==> config.mk <==
export PLATFORM = sky130hd
export DESIGN_NAME = sdhc_csr
export DESIGN_NICKNAME = d
export VERILOG_FILES = /design/src/rtl/sdhc_csr_pkg.sv /design/src/rtl/sdhc_w1c_byte.sv /design/src/rtl/sdhc_card_detect.sv /design/src/rtl/sdhc_csr.sv
export SDC_FILE = /design/constraint.sdc
export NUM_CORES = 1
export LEC_CHECK = 0
export ABC_AREA = 1
export BUFFER_PORTS_ARGS = -buffer_cell sky130_fd_sc_hd__buf_2
export CAP_MARGIN = 10
export CORE_MARGIN = 2
export CORE_UTILIZATION = 58
export DETAILED_ROUTE_END_ITERATION = 8
export GPL_TIMING_DRIVEN = 0
export PLACE_DENSITY = 0.81
export SETUP_SLACK_MARGIN = 0.05
export SKIP_CTS_REPAIR_TIMING = 1
export SLEW_MARGIN = 15
export SYNTH_ARGS = -nofsm -noshare
export SYNTH_HDL_FRONTEND = slang
export SYNTH_SLANG_ARGS = --single-unit
==> constraint.sdc <==
create_clock -name clk_i -period 2.72 [get_ports clk_i]
set_input_delay 0.136 -clock clk_i [delete_from_list [all_inputs] [get_ports clk_i]]
set_output_delay 0.136 -clock clk_i [all_outputs]
set_load 0.02 [all_outputs]
==> src/rtl/sdhc_csr_pkg.sv <==
package sdhc_csr_pkg;
  localparam int ADDR_W  = 4;
  localparam int DATA_W  = 8;
  localparam int NUM_STS = 4;
  localparam int LEN_W   = 11;
  localparam int CNT_W   = 2 * DATA_W;

  typedef enum logic [ADDR_W-1:0] {
    A_CTRL     = 4'h0,
    A_BUSMODE  = 4'h1,
    A_BLKLEN_L = 4'h2,
    A_BLKLEN_H = 4'h3,
    A_BLKCNT_L = 4'h4,
    A_BLKCNT_H = 4'h5,
    A_MASK0    = 4'h6,
    A_MASK1    = 4'h7,
    A_STS0     = 4'h8,
    A_STS1     = 4'h9,
    A_STS2     = 4'hA,
    A_STS3     = 4'hB
  } csr_addr_e;

  // control byte
  localparam int CT_START = 0;
  localparam int CT_WRITE = 2;
  localparam int CT_FRST  = 3;
  localparam logic [DATA_W-1:0] CTRL_KEEP  = 8'hFD;
  localparam logic [DATA_W-1:0] CTRL_PULSE = 8'h09;

  // bus mode byte
  localparam int BM_W4   = 1;
  localparam int BM_W8   = 2;
  localparam int BM_POFF = 4;
  localparam int BM_SRST = 7;
  localparam logic [DATA_W-1:0] BM_KEEP = 8'h16;

  // block length word
  localparam int BL_CRC_ABORT = 11;
  localparam int BL_POL_HIGH  = 12;
  localparam int BL_SEL_GPI   = 13;
  localparam int BL_SEL_DAT3  = 14;
  localparam int BL_GIE       = 15;

  localparam logic [DATA_W-1:0] MASK0_KEEP  = 8'hF0;
  localparam logic [DATA_W-1:0] MASK1_KEEP  = 8'hFE;
  localparam logic [DATA_W-1:0] STS0_STICKY = 8'hB0;
endpackage

==> src/rtl/sdhc_w1c_byte.sv <==
module sdhc_w1c_byte #(
  parameter int W = 8,
  parameter logic [W-1:0] STICKY = '1
) (
  input  logic         clk_i,
  input  logic         rst_ni,
  input  logic         srst_i,
  input  logic [W-1:0] set_i,
  input  logic [W-1:0] clr_i,
  input  logic [W-1:0] lvl_i,
  output logic [W-1:0] q_o
);
  logic [W-1:0] st_q;

  always_ff @(posedge clk_i or negedge rst_ni) begin
    if (!rst_ni)     st_q <= '0;
    else if (srst_i) st_q <= '0;
    else             st_q <= (st_q & ~clr_i) | set_i; // event wins
  end

  assign q_o = (st_q & STICKY) | (lvl_i & ~STICKY);

  for (genvar b = 0; b < W; b++) begin : g_chk
    if (STICKY[b]) begin : g_sticky
      AST_W1C_CLEARS: assert property (@(posedge clk_i) disable iff (!rst_ni)
        (clr_i[b] && !set_i[b] && !srst_i) |=> !q_o[b]);
      AST_EVENT_WINS: assert property (@(posedge clk_i) disable iff (!rst_ni)
        (set_i[b] && !srst_i) |=> q_o[b]);
    end
  end
endmodule

==> src/rtl/sdhc_card_detect.sv <==
module sdhc_card_detect (
  input  logic clk_i,
  input  logic rst_ni,
  input  logic srst_i,
  input  logic wp_i,
  input  logic dat3_i,
  input  logic gpi_i,
  input  logic pol_high_i,
  input  logic sel_gpi_i,
  input  logic sel_dat3_i,
  output logic wp_o,
  output logic dat3_o,
  output logic gpi_o,
  output logic present_o,
  output logic insert_o
);
  logic [2:0] pin_q;
  logic       prev_q;
  logic       raw;

  always_ff @(posedge clk_i or negedge rst_ni) begin
    if (!rst_ni) pin_q <= '0;
    else         pin_q <= {gpi_i, dat3_i, wp_i};
  end

  assign wp_o   = pin_q[0];
  assign dat3_o = pin_q[1];
  assign gpi_o  = pin_q[2];

  // GPI source has priority when both are selected
  assign raw       = sel_gpi_i ? gpi_o : dat3_o;
  assign present_o = (sel_gpi_i | sel_dat3_i) & (raw == pol_high_i);

  always_ff @(posedge clk_i or negedge rst_ni) begin
    if (!rst_ni)     prev_q <= 1'b0;
    else if (srst_i) prev_q <= 1'b0;
    else             prev_q <= present_o;
  end

  assign insert_o = present_o & ~prev_q;

  AST_INSERT_ONE_SHOT: assert property (@(posedge clk_i) disable iff (!rst_ni)
    insert_o |=> !insert_o);
endmodule

==> src/rtl/sdhc_csr.sv <==
module sdhc_csr
  import sdhc_csr_pkg::*;
(
  input  logic              clk_i,
  input  logic              rst_ni,
  input  logic              wr_en_i,
  input  logic              rd_en_i,
  input  logic [ADDR_W-1:0] addr_i,
  input  logic [DATA_W-1:0] wdata_i,
  output logic [DATA_W-1:0] rdata_o,
  input  logic              wp_i,
  input  logic              cd_dat3_i,
  input  logic              cd_gpi_i,
  input  logic              mblk_done_i,
  input  logic              blk_done_i,
  input  logic [DATA_W-1:0] evt1_i,
  input  logic [DATA_W-1:0] evt2_i,
  input  logic [DATA_W-1:0] evt3_i,
  output logic              cmd_start_o,
  output logic              fifo_reset_o,
  output logic [3:0]        cmd_type_o,
  output logic              cmd_write_o,
  output logic              bus_4bit_o,
  output logic              bus_8bit_o,
  output logic              card_pwr_off_o,
  output logic [LEN_W-1:0]  blk_len_o,
  output logic [CNT_W-1:0]  blk_cnt_o,
  output logic              crc_abort_o,
  output logic              irq_o
);
  logic [DATA_W-1:0] ctrl_q, busmode_q, mask0_q, mask1_q, rd_mux;
  logic [CNT_W-1:0]  blklen_q, blkcnt_q;
  logic [NUM_STS-1:0][DATA_W-1:0] sts_set, sts_clr, sts_lvl, sts_q;
  logic srst, cd_wp, cd_dat3, cd_gpi, cd_present, cd_insert;

  function automatic logic hit(input logic [ADDR_W-1:0] a);
    return wr_en_i && (addr_i == a);
  endfunction

  assign srst = hit(A_BUSMODE) && wdata_i[BM_SRST];

  always_ff @(posedge clk_i or negedge rst_ni) begin
    if (!rst_ni) begin
      ctrl_q <= '0; busmode_q <= '0; blklen_q <= '0;
      blkcnt_q <= '0; mask0_q <= '0; mask1_q <= '0;
    end else if (srst) begin
      ctrl_q <= '0; busmode_q <= '0; blklen_q <= '0;
      blkcnt_q <= '0; mask0_q <= '0; mask1_q <= '0;
    end else begin
      if (hit(A_CTRL)) ctrl_q <= wdata_i & CTRL_KEEP;
      else             ctrl_q <= ctrl_q & ~CTRL_PULSE; // self-clearing bits
      if (hit(A_BUSMODE))  busmode_q <= wdata_i & BM_KEEP;
      if (hit(A_BLKLEN_L)) blklen_q[DATA_W-1:0] <= wdata_i;
      if (hit(A_BLKLEN_H)) blklen_q[CNT_W-1:DATA_W] <= wdata_i;
      if (hit(A_BLKCNT_L)) blkcnt_q[DATA_W-1:0] <= wdata_i;
      if (hit(A_BLKCNT_H)) blkcnt_q[CNT_W-1:DATA_W] <= wdata_i;
      if (hit(A_MASK0))    mask0_q <= wdata_i & MASK0_KEEP;
      if (hit(A_MASK1))    mask1_q <= wdata_i & MASK1_KEEP;
    end
  end

  sdhc_card_detect u_cd (
    .clk_i      (clk_i),
    .rst_ni     (rst_ni),
    .srst_i     (srst),
    .wp_i       (wp_i),
    .dat3_i     (cd_dat3_i),
    .gpi_i      (cd_gpi_i),
    .pol_high_i (blklen_q[BL_POL_HIGH]),
    .sel_gpi_i  (blklen_q[BL_SEL_GPI]),
    .sel_dat3_i (blklen_q[BL_SEL_DAT3]),
    .wp_o       (cd_wp),
    .dat3_o     (cd_dat3),
    .gpi_o      (cd_gpi),
    .present_o  (cd_present),
    .insert_o   (cd_insert)
  );

  assign sts_set[0] = {cd_insert, 1'b0, blk_done_i, mblk_done_i, 4'b0};
  assign sts_set[1] = evt1_i;
  assign sts_set[2] = evt2_i;
  assign sts_set[3] = evt3_i;
  assign sts_lvl[0] = {1'b0, cd_present, 2'b0, cd_gpi, cd_dat3, cd_wp, 1'b0};
  assign sts_lvl[1] = '0;
  assign sts_lvl[2] = '0;
  assign sts_lvl[3] = '0;

  for (genvar k = 0; k < NUM_STS; k++) begin : g_sts
    assign sts_clr[k] = hit(ADDR_W'(int'(A_STS0) + k)) ? wdata_i : '0;
    sdhc_w1c_byte #(
      .W      (DATA_W),
      .STICKY ((k == 0) ? STS0_STICKY : {DATA_W{1'b1}})
    ) u_sts (
      .clk_i  (clk_i),
      .rst_ni (rst_ni),
      .srst_i (srst),
      .set_i  (sts_set[k]),
      .clr_i  (sts_clr[k]),
      .lvl_i  (sts_lvl[k]),
      .q_o    (sts_q[k])
    );
  end

  always_comb begin
    case (addr_i)
      A_CTRL:     rd_mux = ctrl_q;
      A_BUSMODE:  rd_mux = busmode_q;
      A_BLKLEN_L: rd_mux = blklen_q[DATA_W-1:0];
      A_BLKLEN_H: rd_mux = blklen_q[CNT_W-1:DATA_W];
      A_BLKCNT_L: rd_mux = blkcnt_q[DATA_W-1:0];
      A_BLKCNT_H: rd_mux = blkcnt_q[CNT_W-1:DATA_W];
      A_MASK0:    rd_mux = mask0_q;
      A_MASK1:    rd_mux = mask1_q;
      A_STS0:     rd_mux = sts_q[0];
      A_STS1:     rd_mux = sts_q[1];
      A_STS2:     rd_mux = sts_q[2];
      A_STS3:     rd_mux = sts_q[3];
      default:    rd_mux = '0;
    endcase
  end

  always_ff @(posedge clk_i or negedge rst_ni) begin
    if (!rst_ni)      rdata_o <= '0;
    else if (rd_en_i) rdata_o <= rd_mux;
  end

  assign cmd_start_o    = ctrl_q[CT_START];
  assign fifo_reset_o   = ctrl_q[CT_FRST];
  assign cmd_write_o    = ctrl_q[CT_WRITE];
  assign cmd_type_o     = ctrl_q[DATA_W-1:4];
  assign bus_4bit_o     = busmode_q[BM_W4];
  assign bus_8bit_o     = busmode_q[BM_W8];
  assign card_pwr_off_o = busmode_q[BM_POFF];
  assign blk_len_o      = blklen_q[LEN_W-1:0];
  assign crc_abort_o    = blklen_q[BL_CRC_ABORT];
  assign blk_cnt_o      = blkcnt_q;
  assign irq_o = blklen_q[BL_GIE] & |((sts_q[0] & mask0_q) | (sts_q[1] & mask1_q));

  AST_START_ONE_CYCLE: assert property (@(posedge clk_i) disable iff (!rst_ni)
    (cmd_start_o && !(hit(A_CTRL) && wdata_i[CT_START])) |=> !cmd_start_o);
  AST_FRST_ONE_CYCLE: assert property (@(posedge clk_i) disable iff (!rst_ni)
    (fifo_reset_o && !(hit(A_CTRL) && wdata_i[CT_FRST])) |=> !fifo_reset_o);
  AST_SRST_DEFAULTS: assert property (@(posedge clk_i) disable iff (!rst_ni)
    srst |=> (blk_len_o == '0 && blk_cnt_o == '0 && !irq_o && !cmd_start_o));
  AST_GIE_OFF: assert property (@(posedge clk_i) disable iff (!rst_ni)
    (hit(A_BLKLEN_H) && !wdata_i[BL_GIE-DATA_W]) |=> !irq_o);
  AST_RDATA_HOLD: assert property (@(posedge clk_i) disable iff (!rst_ni)
    !rd_en_i |=> $stable(rdata_o));
endmodule

==> impl_metrics.json, run 1 <==
{
  "run_status": "finished, violations left",
  "violations": "negative hold slack",
  "clk_latency_ns": 0.37,
  "die-area_sq_um": 8510,
  "max_stage_delay_ns": 0.41,
  "net-switching-power_mw": 1.22,
  "gp_congestion": 0.967,
  "root_buffer": "clkbuf_8",
  "crit_slowest_cell": "dfrtp_1",
  "mostFrequentLayoutCells": "203 x nand2_1, 92 x dfrtp_1, 91 x buf_2, 57 x inv_1, 54 x o21ai_0",
  "ys_warn_count": 0,
  "fin_crit_sh": 0.681,
  "worstPathArrival_ns": 1.72,
  "vdd_ir_drop_max_uv": 285,
  "path_class": "reg2out",
  "wl_mm": 12.4,
  "clk_path_buf_depth": 2,
  "grt_max_degree": 64,
  "crit_top_cell": "nand2_1",
  "fp.dieW_um": 92.2,
  "critPathLaunch": "blklen_q[13]",
  "whs_ns": -0.0116,
  "slew_violations": 0,
  "die_h_um": 92.2,
  "fmax_mhz": 540,
  "fin_skew_ns": 0.00984,
  "synth-seq-area-share": 0.510,
  "core_sq_um": 7650,
  "tns_ns": 0,
  "nets": 725,
  "period_minus_slack_ns": 1.85,
  "viasPerCell": 5.46,
  "slew_headroom": 0.558,
  "regToRegSetupSlack_ns": 1.46,
  "required_ns": 2.58,
  "place_area_sq_um": 5120,
  "syn-mean-instance-area_sq_um": 7.97,
  "area_growth_pct": 20.3,
  "p_leak_nw": 2.88,
  "antenna_found_initial": 0,
  "fin_area_sq_um": 5440,
  "holdCritStartpoint": "evt2_i[6]",
  "drive_gt1_frac": 0.253,
  "total_power_mw": 3.62,
  "syn_inst": 567,
  "grt_remaining_overflow": 0,
  "synth_nets": 612,
  "dpl.hpwl_mm": 9.29,
  "antenna_cells": 0,
  "worst-path-buf-inv": 2,
  "io_pins": 92,
  "drt_pass1_iterations": 5,
  "hold_path.class": "in2reg",
  "final_common_cell": "nand2_1",
  "ant_nets": 0,
  "multi_input_area_sq_um": 1810,
  "crit_chain": "inv_1, nand2_1, nand3_1, and3_1, nand2_1, a21oi_1, buf_2",
  "r2r_start": "blklen_q[13]",
  "cellPowerDensity_nw_per_um2": 665,
  "worstHoldEndpoint": "g_sts[2].u_sts.q_o[6]",
  "setup_viol": 0,
  "p_clk_frac": 0.256,
  "seq_area_sq_um": 2300,
  "clkTransAtPathRegs_ns": 0.10,
  "port_buffers": 90,
  "timing.rr.end": "rdata_o[6]",
  "holdPathStages": 3,
  "wl_per_cell_um": 15.7,
  "rsz0062_at_grt": "no",
  "rows": 32,
  "power_switching_share": 0.339,
  "syn_area_sq_um": 4520,
  "drc_errors": 0,
  "cts_tree": "done",
  "vias": 4291,
  "htree_num_levels": 3,
  "ys_types": 25,
  "utilization": 0.711,
  "rr_worst_depth": 5,
  "finalWorstSetupSlack_ns": 0.868,
  "endpoint_kind": "output pin",
  "crit_path_start_kind": "flop",
  "start_util": 0.591,
  "worstMarginPinSlew_ns": 0.661,
  "cp_max_fo": 4,
  "nFillCells": 642,
  "clock_sinks": 92,
  "combPwrFrac": 0.256,
  "drtIter0Drc": 458,
  "grt_use_total": 0.302,
  "seq_power_share": 0.487,
  "hold_viol_final": 6,
  "p_int_mw": 2.39,
  "grt_pass1_wl_mm": 19.5,
  "grt_pass1_vias": 3852,
  "cts_buffers": 9,
  "pre_cts_ws_ns": 1.09,
  "crit_family": "simple AND/OR/NAND/NOR gates",
  "ys_ff_latch": 92,
  "maxCapViolations": 0
}
[per-layer routing]
layer,global-route usage,vias up,part of all wire
met5,0,-,0
met4,0.124,0,0.030
met3,0.0633,37,0.086
met2,0.466,233,0.47
met1,0.419,1993,0.41
li1,-,2028,-
[worst register-to-register path: cells and delay by family (launching register included)]
family | cells | cell delay [ns]
AND/OR/NAND/NOR | 5 | 0.75
flip-flops | 1 | 0.41
[kinds of logic after synthesis]
family,count (synthesis),synth area share
AOI/OAI and AO/OA,120,0.157
buffers and inverters,85,0.0903
DFF,92,0.510
and+or+nand+nor,270,0.243
[stage by stage]
step / instances / hold slack, ns
global route: 786 / 0.000794
finish: 786 / -0.0116
detailed placement: 760 / 0.0978
global placement: 759 / 0.244
floorplan: 567 / -0.160
CTS: 775 / -0.296
[flip-flops by register name, indices dropped and copies added (netlist names)]
| register | count |
|---|---|
| mask1_q | 7 |
| blklen_q | 16 |
| blk_cnt_o | 16 |
| u_cd.pin_q | 3 |
| g_sts.u_sts.st_q | 3 |
| rdata_o | 8 |
| busmode_q | 3 |
| ctrl_q | 7 |
| g_sts.u_sts.q_o | 24 |
| u_cd.prev_q | 1 |
| mask0_q | 4 |
[worst max-delay path by stage]
stage	endpoint	slack [ns]	cells past startpoint
2_1_floorplan	irq_o	1.45	6
5_1_grt	irq_o	0.77	8
3_5_place_dp	g_sts[3].u_sts.q_o[7]	1.09	7
6_report	irq_o	0.87	7
4_1_cts	irq_o	0.91	7
3_3_place_gp	g_sts[2].u_sts.q_o[1]	0.70	1
[power by group through the flow]
stage | logic, mW | registers (mW) | clock network, mW
finish | 0.927 | 1.76 | 0.926
CTS | 0.915 | 1.76 | 0.928
detailed placement | 0.911 | 1.78 | 0
global placement | 0.881 | 1.78 | 0
floorplan | 0.471 | 1.87 | 0
global route | 1.02 | 1.79 | 0.993
[synth_stat cells (all sizes together)]
| library cell | count | area share |
|---|---|---|
| nand2 | 211 | 0.18 |
| dfrtp | 92 | 0.51 |
| o21ai | 82 | 0.11 |
| inv | 63 | 0.052 |
| nor2 | 36 | 0.035 |
| a21oi | 31 | 0.034 |
| buf | 20 | 0.036 |
| nand3 | 14 | 0.016 |
| nand4 | 6 | 0.0083 |
| o22ai | 4 | 0.0055 |
| a22o | 3 | 0.0058 |
| and3 | 1 | 0.0014 |
| clkbuf | 1 | 0.00083 |
| clkinv | 1 | 0.00083 |
| nor3 | 1 | 0.0011 |
| or2 | 1 | 0.0014 |
[layout make-up]
type,instances,area share
Clock inverter,5,0.0115
Buffer,21,0.0308
Clock buffer,10,0.0253
Multi-Input combinational cell,390,0.332
Sequential cell,92,0.424
Timing Repair Buffer,102,0.109
Inverter,64,0.0442
Tap cell,102,0.0235
Power figures use the tool's default switching activity.
==> run 2: changes to the inputs <==
--- a/config.mk
+++ b/config.mk
@@ -9,10 +9,10 @@
 export BUFFER_PORTS_ARGS = -buffer_cell sky130_fd_sc_hd__buf_2
 export CAP_MARGIN = 10
 export CORE_MARGIN = 2
-export CORE_UTILIZATION = 58
+export CORE_UTILIZATION = 55
 export DETAILED_ROUTE_END_ITERATION = 8
 export GPL_TIMING_DRIVEN = 0
-export PLACE_DENSITY = 0.81
+export PLACE_DENSITY = 0.77
 export SETUP_SLACK_MARGIN = 0.05
 export SKIP_CTS_REPAIR_TIMING = 1
 export SLEW_MARGIN = 15
==> constraint.sdc (replaced) <==
create_clock -name clk_i -period 1.85 [get_ports clk_i]
set_input_delay 0.0925 -clock clk_i [delete_from_list [all_inputs] [get_ports clk_i]]
set_output_delay 0.0925 -clock clk_i [all_outputs]
set_load 0.02 [all_outputs]
==> run 2 against run 1 <==
Against the previous run:
- the flow now finishes without violations
- non-clock buffer count rose by 19
- combinational power rose by 51%
- wire length rose by 4.0%
- cell count rose by 2.9%
- worst hold slack improved by 0.034 ns
- sequential power rose by 48%
- global-route usage fell by 0.87 points
- sequential cell count did not move
- utilization fell by 1.4 points
- register-to-register slack got worse by 0.86 ns
==> impl_metrics.json, run 2 (synthesized netlist as in run 1, its figures left out) <==
{
  "clkTransAtPathRegs_ns": 0.09,
  "core_sq_um": 8090,
  "grt_pass1_wl_mm": 19.8,
  "ant_nets": 0,
  "grt_pass1_vias": 3961,
  "place_area_sq_um": 5130,
  "crit_family": "simple AND/OR/NAND/NOR gates",
  "worstMarginPinSlew_ns": 0.606,
  "drtIter0Drc": 396,
  "fin_area_sq_um": 5640,
  "rows": 33,
  "largest_reg_flops": 24,
  "grt_use_total": 0.293,
  "hold_viol_final": 0,
  "wl_per_cell_um": 15.9,
  "grt_remaining_overflow": 0,
  "rsz0062_at_grt": "no",
  "crit_path_start_kind": "flop",
  "path_class": "reg2out",
  "area_growth_pct": 24.9,
  "clock_sinks": 92,
  "fmax_mhz": 576,
  "endpoint_kind": "output pin",
  "drive_gt1_frac": 0.249,
  "drc_errors": 0,
  "slew_headroom": 0.595,
  "start_util": 0.558,
  "cellPowerDensity_nw_per_um2": 953,
  "worst-path-buf-inv": 2,
  "cts_tree": "done",
  "gp_congestion": 0.967,
  "tns_ns": 0,
  "fin_cells": 809,
  "mostFrequentLayoutCells": "203 x nand2_1, 92 x dfrtp_1, 90 x buf_2, 57 x inv_1, 54 x o21ai_0",
  "port_buffers": 90,
  "grt_max_degree": 64,
  "final_common_cell": "nand2_1",
  "viasPerCell": 5.42,
  "drt_pass1_iterations": 5,
  "nets": 744,
  "die_h_um": 94.6,
  "p_leak_nw": 2.97,
  "fin_skew_ns": 0.0115,
  "crit_top_cell": "nand2_1",
  "run_status": "complete, no violations",
  "clk_latency_ns": 0.37,
  "period_minus_slack_ns": 1.74,
  "slew_violations": 0,
  "cts_buffers": 9,
  "setup_viol": 0,
  "crit_slowest_cell": "dfrtp_1",
  "dpl.hpwl_mm": 9.34,
  "antenna_cells": 0,
  "io_pins": 92,
  "nFillCells": 674,
  "clk_path_buf_depth": 2,
  "required_ns": 1.76,
  "root_buffer": "clkbuf_8",
  "htree_num_levels": 3,
  "cp_max_fo": 4,
  "fp.dieW_um": 94.6,
  "maxCapViolations": 0,
  "worstPathArrival_ns": 1.64,
  "wl_mm": 12.9,
  "vdd_ir_drop_max_uv": 479,
  "hold_path.class": "in2reg",
  "max_stage_delay_ns": 0.42,
  "total_power_mw": 5.38,
  "fin_crit_sh": 0.938,
  "utilization": 0.697,
  "vias": 4382,
  "antenna_found_initial": 0,
  "die-area_sq_um": 8950,
  "crit_chain": "inv_1, nand2_1, nand3_1, and3_4, nand2_1, a21oi_2, buf_4",
  "placed_cells": 763
}
## run 2: changes by cell type in the layout (fill, tap and decap cells not counted), sizes merged
cell	change
inv	+1
clkbuf	+1
clkinvlp	-1
dlygate4sd3	+19
## run 2: final timing paths
path,start,to,slack [ns],depth (start not counted)
hold reg to reg,u_cd.prev_q,g_sts[0].u_sts.st_q[7],0.45,1
setup / recovery,blklen_q[13],irq_o,0.11,7
min in group asynchronous,rst_ni,g_sts[0].u_sts.st_q[7],0.20,2
max in group asynchronous,rst_ni,rdata_o[5],1.02,3
hold / removal,wdata_i[0],ctrl_q[0],0.02,3
setup reg to reg,g_sts[1].u_sts.q_o[4],rdata_o[4],0.60,6
## run 2: worst reg2reg max path: stages, from the launching register on
cell     delay, ns
dfrtp_1       0.45
nand2_1       0.12
nand2_1       0.06
nor2_1        0.12
nand2_1       0.07
o21ai_0       0.23
nand2_1       0.09
## run 2: cell type report
| type | count | area [sq um] | share of cell area |
|---|---|---|---|
| Inverter | 64 | 240 | 0.0426 |
| Buffer | 21 | 168 | 0.0297 |
| Clock buffer | 11 | 141 | 0.0251 |
| Tap cell | 105 | 131 | 0.0233 |
| Multi-Input combinational cell | 390 | 1820 | 0.322 |
| Timing Repair Buffer | 121 | 783 | 0.139 |
| Clock inverter | 5 | 60.1 | 0.0106 |
| Sequential cell | 92 | 2300 | 0.408 |
## run 2: through the flow
step	worst slack, ns	hold slack [ns]
floorplan	0.620	-0.203
global placement	-0.135	0.200
detailed placement	0.236	0.0526
CTS	0.0789	-0.333
global route	0.0303	0.0559
finish	0.114	0.0219
## run 2: where the power goes
group	leakage [nW]	total [mW]	switching [mW]	internal, mW
Clock	0.0999	1.38	0.714	0.667
Combinational	1.80	1.40	0.837	0.566
Sequential	1.07	2.60	0.265	2.33
## run 2: routing by layer
metal  wire length, um  vias to the layer above  global-route usage
li1                  -                     2061                   -
met1              5550                     2085               0.417
met2              6050                      198               0.454
met3               888                       38              0.0447
met4               376                        0               0.114
met5                 0                        -                   0
